[config.mk]
export PLATFORM = sky130hd
export DESIGN_NAME = i2c_reg_target
export DESIGN_NICKNAME = d
export VERILOG_FILES = /design/src/rtl/i2ct_pkg.sv /design/src/rtl/i2ct_sync.sv /design/src/rtl/i2ct_engine.sv /design/src/rtl/i2ct_regs.sv /design/src/rtl/i2c_reg_target.sv
export SDC_FILE = /design/constraint.sdc
export NUM_CORES = 1
export LEC_CHECK = 0
export BUFFER_PORTS_ARGS = -buffer_cell sky130_fd_sc_hd__buf_2
export CAP_MARGIN = 25
export CORE_MARGIN = 2
export CORE_UTILIZATION = 40
export CTS_CLUSTER_SIZE = 8
export DETAILED_ROUTE_END_ITERATION = 10
export SYNTH_ARGS = -nofsm -noshare
export SYNTH_HDL_FRONTEND = slang
export SYNTH_SLANG_ARGS = --single-unit
[constraint.sdc]
create_clock -name clk -period 2.9 [get_ports clk]
set_clock_uncertainty 0.15 [all_clocks]
set_input_delay 0.58 -clock clk [delete_from_list [all_inputs] [get_ports clk]]
set_output_delay 0.58 -clock clk [all_outputs]
set_load 0.02 [all_outputs]
[src/rtl/i2ct_pkg.sv]
package i2ct_pkg;

    localparam int BYTE_W = 8;
    localparam int PTR_W  = 8;
    localparam int ADR_W  = 7;

    typedef enum logic [3:0] {
        ST_IDLE,
        ST_ADDR,
        ST_ADDR_ACK,
        ST_SUB,
        ST_SUB_ACK,
        ST_WDAT,
        ST_WDAT_ACK,
        ST_RDAT,
        ST_RACK,
        ST_HOLD
    } tgt_state_e;

    function automatic logic [ADR_W-1:0] strap_to_addr(input logic [1:0] s);
        logic [ADR_W-1:0] a;
        case (s)
            2'd0:    a = 7'h5E;
            2'd1:    a = 7'h5D;
            2'd2:    a = 7'h5C;
            default: a = 7'h5B;
        endcase
        return a;
    endfunction

endpackage

[src/rtl/i2ct_sync.sv]
module i2ct_sync #(
    parameter int STAGES = 2
) (
    input  logic clk,
    input  logic rst_n,
    input  logic scl_a,
    input  logic sda_a,
    output logic scl_q,
    output logic sda_q,
    output logic scl_rise,
    output logic scl_fall,
    output logic start_det,
    output logic stop_det
);

    logic [STAGES-1:0] scl_m;
    logic [STAGES-1:0] sda_m;
    logic              scl_d;
    logic              sda_d;

    always_ff @(posedge clk or negedge rst_n) begin
        if (!rst_n) begin
            scl_m <= '1;
            sda_m <= '1;
            scl_d <= 1'b1;
            sda_d <= 1'b1;
        end else begin
            scl_m <= {scl_m[STAGES-2:0], scl_a};
            sda_m <= {sda_m[STAGES-2:0], sda_a};
            scl_d <= scl_m[STAGES-1];
            sda_d <= sda_m[STAGES-1];
        end
    end

    assign scl_q     = scl_m[STAGES-1];
    assign sda_q     = sda_m[STAGES-1];
    assign scl_rise  = scl_q & ~scl_d;
    assign scl_fall  = ~scl_q & scl_d;
    assign start_det = scl_q & scl_d & sda_d & ~sda_q;
    assign stop_det  = scl_q & scl_d & ~sda_d & sda_q;

endmodule

[src/rtl/i2ct_engine.sv]
module i2ct_engine
    import i2ct_pkg::*;
(
    input  logic              clk,
    input  logic              rst_n,
    input  logic              en,
    input  logic [ADR_W-1:0]  my_addr,
    input  logic              sda_q,
    input  logic              scl_rise,
    input  logic              scl_fall,
    input  logic              start_det,
    input  logic              stop_det,
    input  logic [BYTE_W-1:0] rd_data,
    output logic              sda_pull,
    output logic              wr_stb,
    output logic [PTR_W-1:0]  wr_addr,
    output logic [BYTE_W-1:0] wr_data,
    output logic [PTR_W-1:0]  ptr,
    output logic              ptr_load
);

    localparam int CW = $clog2(BYTE_W + 1);
    localparam logic [CW-1:0] FULL = CW'(BYTE_W);
    localparam logic [CW-1:0] LAST = CW'(BYTE_W - 1);

    tgt_state_e        state_q;
    tgt_state_e        state_n;
    logic [CW-1:0]     cnt;
    logic [BYTE_W-1:0] sh;
    logic              host_ack;

    // state register
    always_ff @(posedge clk or negedge rst_n) begin
        if (!rst_n) state_q <= ST_IDLE;
        else        state_q <= state_n;
    end

    // transitions
    always_comb begin
        state_n = state_q;
        if (!en) begin
            state_n = ST_IDLE;
        end else if (start_det) begin
            state_n = ST_ADDR;
        end else if (stop_det) begin
            state_n = ST_IDLE;
        end else begin
            unique case (state_q)
                ST_IDLE: ;
                ST_ADDR:
                    if (scl_fall && cnt == FULL)
                        state_n = (sh[BYTE_W-1:1] == my_addr) ? ST_ADDR_ACK : ST_HOLD;
                ST_ADDR_ACK:
                    if (scl_fall) state_n = sh[0] ? ST_RDAT : ST_SUB;
                ST_SUB:
                    if (scl_fall && cnt == FULL) state_n = ST_SUB_ACK;
                ST_SUB_ACK:
                    if (scl_fall) state_n = ST_WDAT;
                ST_WDAT:
                    if (scl_fall && cnt == FULL) state_n = ST_WDAT_ACK;
                ST_WDAT_ACK:
                    if (scl_fall) state_n = ST_WDAT;
                ST_RDAT:
                    if (scl_fall && cnt == LAST) state_n = ST_RACK;
                ST_RACK:
                    if (scl_fall) state_n = host_ack ? ST_RDAT : ST_HOLD;
                ST_HOLD: ;
                default: state_n = ST_IDLE;
            endcase
        end
    end

    // outputs
    always_comb begin
        unique case (state_q)
            ST_ADDR_ACK, ST_SUB_ACK, ST_WDAT_ACK: sda_pull = 1'b1;
            ST_RDAT:                              sda_pull = ~sh[BYTE_W-1];
            default:                              sda_pull = 1'b0;
        endcase
    end

    // byte datapath, pointer and commit
    always_ff @(posedge clk or negedge rst_n) begin
        if (!rst_n) begin
            sh       <= '0;
            cnt      <= '0;
            ptr      <= '0;
            host_ack <= 1'b0;
            wr_stb   <= 1'b0;
            wr_addr  <= '0;
            wr_data  <= '0;
            ptr_load <= 1'b0;
        end else begin
            wr_stb   <= 1'b0;
            ptr_load <= 1'b0;
            if (!en || start_det || stop_det) begin
                cnt <= '0;
            end else begin
                unique case (state_q)
                    ST_ADDR, ST_SUB, ST_WDAT: begin
                        if (scl_rise && cnt != FULL) begin
                            sh  <= {sh[BYTE_W-2:0], sda_q};
                            cnt <= cnt + 1'b1;
                        end else if (scl_fall && cnt == FULL) begin
                            cnt <= '0;
                            if (state_q == ST_SUB) begin
                                ptr      <= PTR_W'(sh);
                                ptr_load <= 1'b1;
                            end else if (state_q == ST_WDAT) begin
                                wr_stb  <= 1'b1;
                                wr_addr <= ptr;
                                wr_data <= sh;
                                ptr     <= ptr + 1'b1;
                            end
                        end
                    end
                    ST_ADDR_ACK: begin
                        if (scl_fall && sh[0]) sh <= rd_data;
                    end
                    ST_RDAT: begin
                        if (scl_fall) begin
                            if (cnt == LAST) begin
                                cnt <= '0;
                            end else begin
                                sh  <= sh << 1;
                                cnt <= cnt + 1'b1;
                            end
                        end
                    end
                    ST_RACK: begin
                        if (scl_rise) begin
                            host_ack <= ~sda_q;
                            if (!sda_q) ptr <= ptr + 1'b1;
                        end
                        if (scl_fall && host_ack) sh <= rd_data;
                    end
                    default: ;
                endcase
            end
        end
    end

endmodule

[src/rtl/i2ct_regs.sv]
module i2ct_regs
    import i2ct_pkg::*;
#(
    parameter int NCTL      = 8,
    parameter int NSTAT     = 2,
    parameter int STAT_BASE = 32
) (
    input  logic                    clk,
    input  logic                    rst_n,
    input  logic                    wr_stb,
    input  logic [PTR_W-1:0]        wr_addr,
    input  logic [BYTE_W-1:0]       wr_data,
    input  logic [PTR_W-1:0]        rd_addr,
    input  logic [NSTAT*BYTE_W-1:0] stat_in,
    output logic [NCTL*BYTE_W-1:0]  ctrl_q,
    output logic [BYTE_W-1:0]       rd_data
);

    logic [BYTE_W-1:0] ctrl_r [NCTL];

    for (genvar g = 0; g < NCTL; g++) begin : g_ctl
        always_ff @(posedge clk or negedge rst_n) begin
            if (!rst_n)
                ctrl_r[g] <= '0;
            else if (wr_stb && wr_addr == PTR_W'(g))
                ctrl_r[g] <= wr_data;
        end
        assign ctrl_q[g*BYTE_W +: BYTE_W] = ctrl_r[g];
    end

    always_comb begin
        rd_data = '0;
        for (int i = 0; i < NCTL; i++)
            if (rd_addr == PTR_W'(i)) rd_data = ctrl_r[i];
        for (int j = 0; j < NSTAT; j++)
            if (rd_addr == PTR_W'(STAT_BASE + j)) rd_data = stat_in[j*BYTE_W +: BYTE_W];
    end

endmodule

[src/rtl/i2c_reg_target.sv]
module i2c_reg_target
    import i2ct_pkg::*;
#(
    parameter int NCTL      = 8,
    parameter int NSTAT     = 2,
    parameter int STAT_BASE = 32
) (
    input  logic                    clk,
    input  logic                    rst_n,
    input  logic                    en,
    input  logic [1:0]              strap,
    input  logic                    scl_i,
    input  logic                    sda_i,
    output logic                    sda_pull_o,
    input  logic [NSTAT*BYTE_W-1:0] stat_in,
    output logic [NCTL*BYTE_W-1:0]  ctrl_q
);

    logic              scl_s;
    logic              sda_s;
    logic              scl_rise;
    logic              scl_fall;
    logic              start_det;
    logic              stop_det;
    logic              wr_stb;
    logic [PTR_W-1:0]  wr_addr;
    logic [BYTE_W-1:0] wr_data;
    logic [PTR_W-1:0]  reg_ptr;
    logic              ptr_load;
    logic [BYTE_W-1:0] rd_data;
    logic [ADR_W-1:0]  my_addr;

    assign my_addr = strap_to_addr(strap);

    i2ct_sync #(.STAGES(2)) u_sync (
        .clk       (clk),
        .rst_n     (rst_n),
        .scl_a     (scl_i),
        .sda_a     (sda_i),
        .scl_q     (scl_s),
        .sda_q     (sda_s),
        .scl_rise  (scl_rise),
        .scl_fall  (scl_fall),
        .start_det (start_det),
        .stop_det  (stop_det)
    );

    i2ct_engine u_engine (
        .clk       (clk),
        .rst_n     (rst_n),
        .en        (en),
        .my_addr   (my_addr),
        .sda_q     (sda_s),
        .scl_rise  (scl_rise),
        .scl_fall  (scl_fall),
        .start_det (start_det),
        .stop_det  (stop_det),
        .rd_data   (rd_data),
        .sda_pull  (sda_pull_o),
        .wr_stb    (wr_stb),
        .wr_addr   (wr_addr),
        .wr_data   (wr_data),
        .ptr       (reg_ptr),
        .ptr_load  (ptr_load)
    );

    i2ct_regs #(
        .NCTL      (NCTL),
        .NSTAT     (NSTAT),
        .STAT_BASE (STAT_BASE)
    ) u_regs (
        .clk     (clk),
        .rst_n   (rst_n),
        .wr_stb  (wr_stb),
        .wr_addr (wr_addr),
        .wr_data (wr_data),
        .rd_addr (reg_ptr),
        .stat_in (stat_in),
        .ctrl_q  (ctrl_q),
        .rd_data (rd_data)
    );

endmodule

==> results_dict.tcl <==
set metrics [dict create \
    status "completed" \
    htree_levels 3 \
    final_util 0.478 \
    synthMuxAreaShare 0.146 \
    final_hold_viol_count 0 \
    setup_viol 0 \
    yosysMostFrequentCell "dfrtp_1" \
    grt_pass1_wl_um 27700 \
    root_buffer "clkbuf_16" \
    rsz0062_at_grt "no" \
    tightest_slew_ns 0.770 \
    ff2ff_path_depth 7 \
    yosys_register_bits 112 \
    startpoint "u_engine.ptr[0]" \
    synth.distinct_cells 74 \
    power_density_mw_per_mm2 455 \
    rows 44 \
    dieArea_mm2 0.0160 \
    synth_top_cell_by_area "dfrtp_1" \
    cp_cell_sequence "inv_1, ha_1, or2_2, a221oi_1, nor3_2, a211oi_1, o41ai_1" \
    p_seq_frac 0.525 \
    synth-compound-area-share 0.178 \
    die_y_um 126 \
    slowest_stage "or2_2" \
    synth_top_cells_by_count "dfrtp_1 (106), mux2_2 (77), nand2_1 (29)" \
    numPortBuffers 87 \
    synthToLayoutAreaGrowth_pct 16.6 \
    cts_buffers 9 \
    crit_type "register to register" \
    swShare 0.247 \
    cts_tree "done" \
    ctsHoldBuffers 0 \
    cp_data_arrival_time_ns 2.73 \
    r2r_end "u_engine.sh[6]" \
    clock_path_buffers 2 \
    synth_ff_type "dfrtp_1" \
    synth_fp_nets 578 \
    routed_wl_um 17500 \
    synthTopCellsByArea "dfrtp_1 (44%), mux2_2 (14%), dfstp_2 (2.6%), a21oi_1 (2.3%), o21ai_0 (1.9%)" \
    async_reset_ff_frac 1.00 \
    synth_area_per_cell_um2 10.9 \
    power_frac_comb 0.065 \
    fillers 1366 \
    crit_fanout 15 \
    nNetsFinal 666 \
    gp_congestion 0.902 \
    synth_top_family_by_area "compound AO/OA/AOI/OAI gates" \
    first_global_vias 4944 \
    intPower_w 0.00239 \
    track_usage 0.222 \
    clock-sinks 112 \
    placeableCoreArea_mm2 0.0146 \
    grt-ovfl-total 0 \
    finalCritPeriodShare 0.911 \
    leakagePower_nw 3.37 \
    slew-limit-headroom 0.487 \
    cp.depth 7 \
    synth_top_area_share 0.443 \
    path_delay_family "compound AO/OA/AOI/OAI gates" \
    period_minus_slack_ns 2.64 \
    synth_xor_area_frac 0.00878 \
    vias_per_cell 6.00 \
    maxSlewViolCount 0 \
    power.share.clock 0.410 \
    fin_tns_setup_ns 0 \
    num_vias 4946 \
    cpPeakStageDelay_ns 0.48 \
    clkSlewWorstSetupHoldPaths_ns 0.07 \
    reg2reg_slack_ns 0.26 \
    syn_area_mm2 0.00599 \
    worstSkewPairLatency_ns 0.36 \
    drive_gt1_frac 0.364 \
    n_antenna_cell 0 \
    worstSetupEndpointType "register" \
    post_drt_wl_per_cell_um 21.3 \
    r2r-start "u_engine.ptr[0]" \
    syn_inst 548 \
    postCtsSetupBuffers 0 \
    crit_required_ns 2.99 \
    antenna_left 0 \
    first_pass_iters 5 \
    multi_input_area_mm2 0.00297 \
    num_io_pins 88 \
    ctsResizeCount 0 \
    crit_path_start_kind "register" \
    power.net_switching_w 0.000785 \
    ir_worst_vdd_v 0.000324 \
    seq_area_mm2 0.00281 \
    floorplan.initialDensity 0.410 \
    cp-endpoint "u_engine.sh[6]" \
    drv_cap 0 \
    fmax_ghz 0.379 \
    synth-adder-area-share 0.0146 \
    yosysSeqAreaShare 0.469 \
    first_iter_violations 445 \
    drcViolationCount 0 \
    synth_warnings 0 \
    synth-edff-count 0 \
    synth-simple-area-share 0.148 \
    fp.dieW_um 126 \
    grt_max_degree 59 \
    cp.buffers_inverters 1 \
    post-dp-hpwl_um 12700 \
    worstHoldPathType "primary input to async pin" \
    grt_antenna_before_repair 0 \
]
==> layout by cell type, fill, tap and decap left out, types with 9 or more instances in the layout <==
cell / n
nor3_1: 10
clkbuf_16: 9
a31oi_1: 11
a211oi_1: 9
a221oi_1: 12
inv_1: 16
nand2_1: 29
nand3_1: 14
o21ai_0: 23
mux2_2: 77
o2bb2ai_1: 11
buf_4: 21
dfrtp_1: 106
buf_2: 86
nor2_1: 19
nor2b_1: 10
a21oi_1: 27
o22ai_1: 10
==> metal layers <==
metal / up-vias / routed length, um / track usage / part of all wire
li1: 2255 / - / - / -
met1: 2507 / 7910 / 0.311 / 0.45
met2: 166 / 8240 / 0.349 / 0.47
met3: 18 / 1110 / 0.0451 / 0.063
met4: 0 / 274 / 0.0659 / 0.016
met5: - / 0 / 0 / 0
==> worst min path at each step <==
stage,start,endpoint,cells past startpoint
6_report,rst_n,u_engine.host_ack,1
5_1_grt,sda_i,u_sync.sda_m[0],1
4_1_cts,sda_i,u_sync.sda_m[0],1
3_5_place_dp,u_sync.sda_m[0],u_sync.sda_m[1],0
3_3_place_gp,u_sync.scl_m[0],u_sync.scl_m[1],0
2_1_floorplan,rst_n,u_engine.cnt[0],0
==> cells by family after synthesis <==
| family | Yosys count |
|---|---|
| adders and majority gates | 7 |
| xor gates and xnor gates | 6 |
| buffers and inverters | 47 |
| DFF | 112 |
| muxes | 78 |
| and+or+nand+nor | 149 |
| AOI/OAI and AO/OA | 149 |
==> power groups by stage <==
stage          sequential, W  clock (W)  combinational, W
6_report             0.00167    0.00130          0.000206
5_1_grt              0.00167    0.00138          0.000232
4_1_cts              0.00167    0.00132          0.000210
3_5_place_dp         0.00170          0          0.000209
3_3_place_gp         0.00169          0          0.000202
2_1_floorplan        0.00167          0          0.000124
==> final cells by class <==
cell class | instances | area share
clock inverters | 5 | 0.00914
multi-input cells | 389 | 0.425
inverters | 16 | 0.00860
well taps | 184 | 0.0330
repair buffers | 108 | 0.0871
clock buffers | 10 | 0.0342
flip-flops and latches | 112 | 0.403
==> stage by stage <==
step / total power (W) / worst slack, ns / hold WS, ns / area, um2 / cells
after CTS: 0.00320 / 0.215 / 0.158 / 6980 / 824
after global routing: 0.00329 / 0.00417 / 0.159 / 6980 / 824
after global placement: 0.00190 / 0.269 / 0.196 / 6680 / 809
final: 0.00318 / 0.259 / 0.146 / 6980 / 824
after detailed placement: 0.00191 / 0.237 / 0.197 / 6680 / 809
after floorplan: 0.00179 / 0.672 / 0.134 / 5990 / 548
==> sequential cells by signal, indices dropped and copies added (netlist names) <==
register / cells
u_engine.state_q: 4
u_engine.cnt: 4
u_engine.wr_data: 8
u_engine.host_ack: 1
u_engine.wr_addr: 8
u_sync.sda_m: 2
u_sync.sda_d: 1
u_sync.scl_d: 1
u_regs.ctrl_q: 64
u_engine.wr_stb: 1
u_engine.sh: 8
u_sync.scl_m: 2
u_engine.ptr: 8
Note: power is estimated with default switching activity, not from simulation.
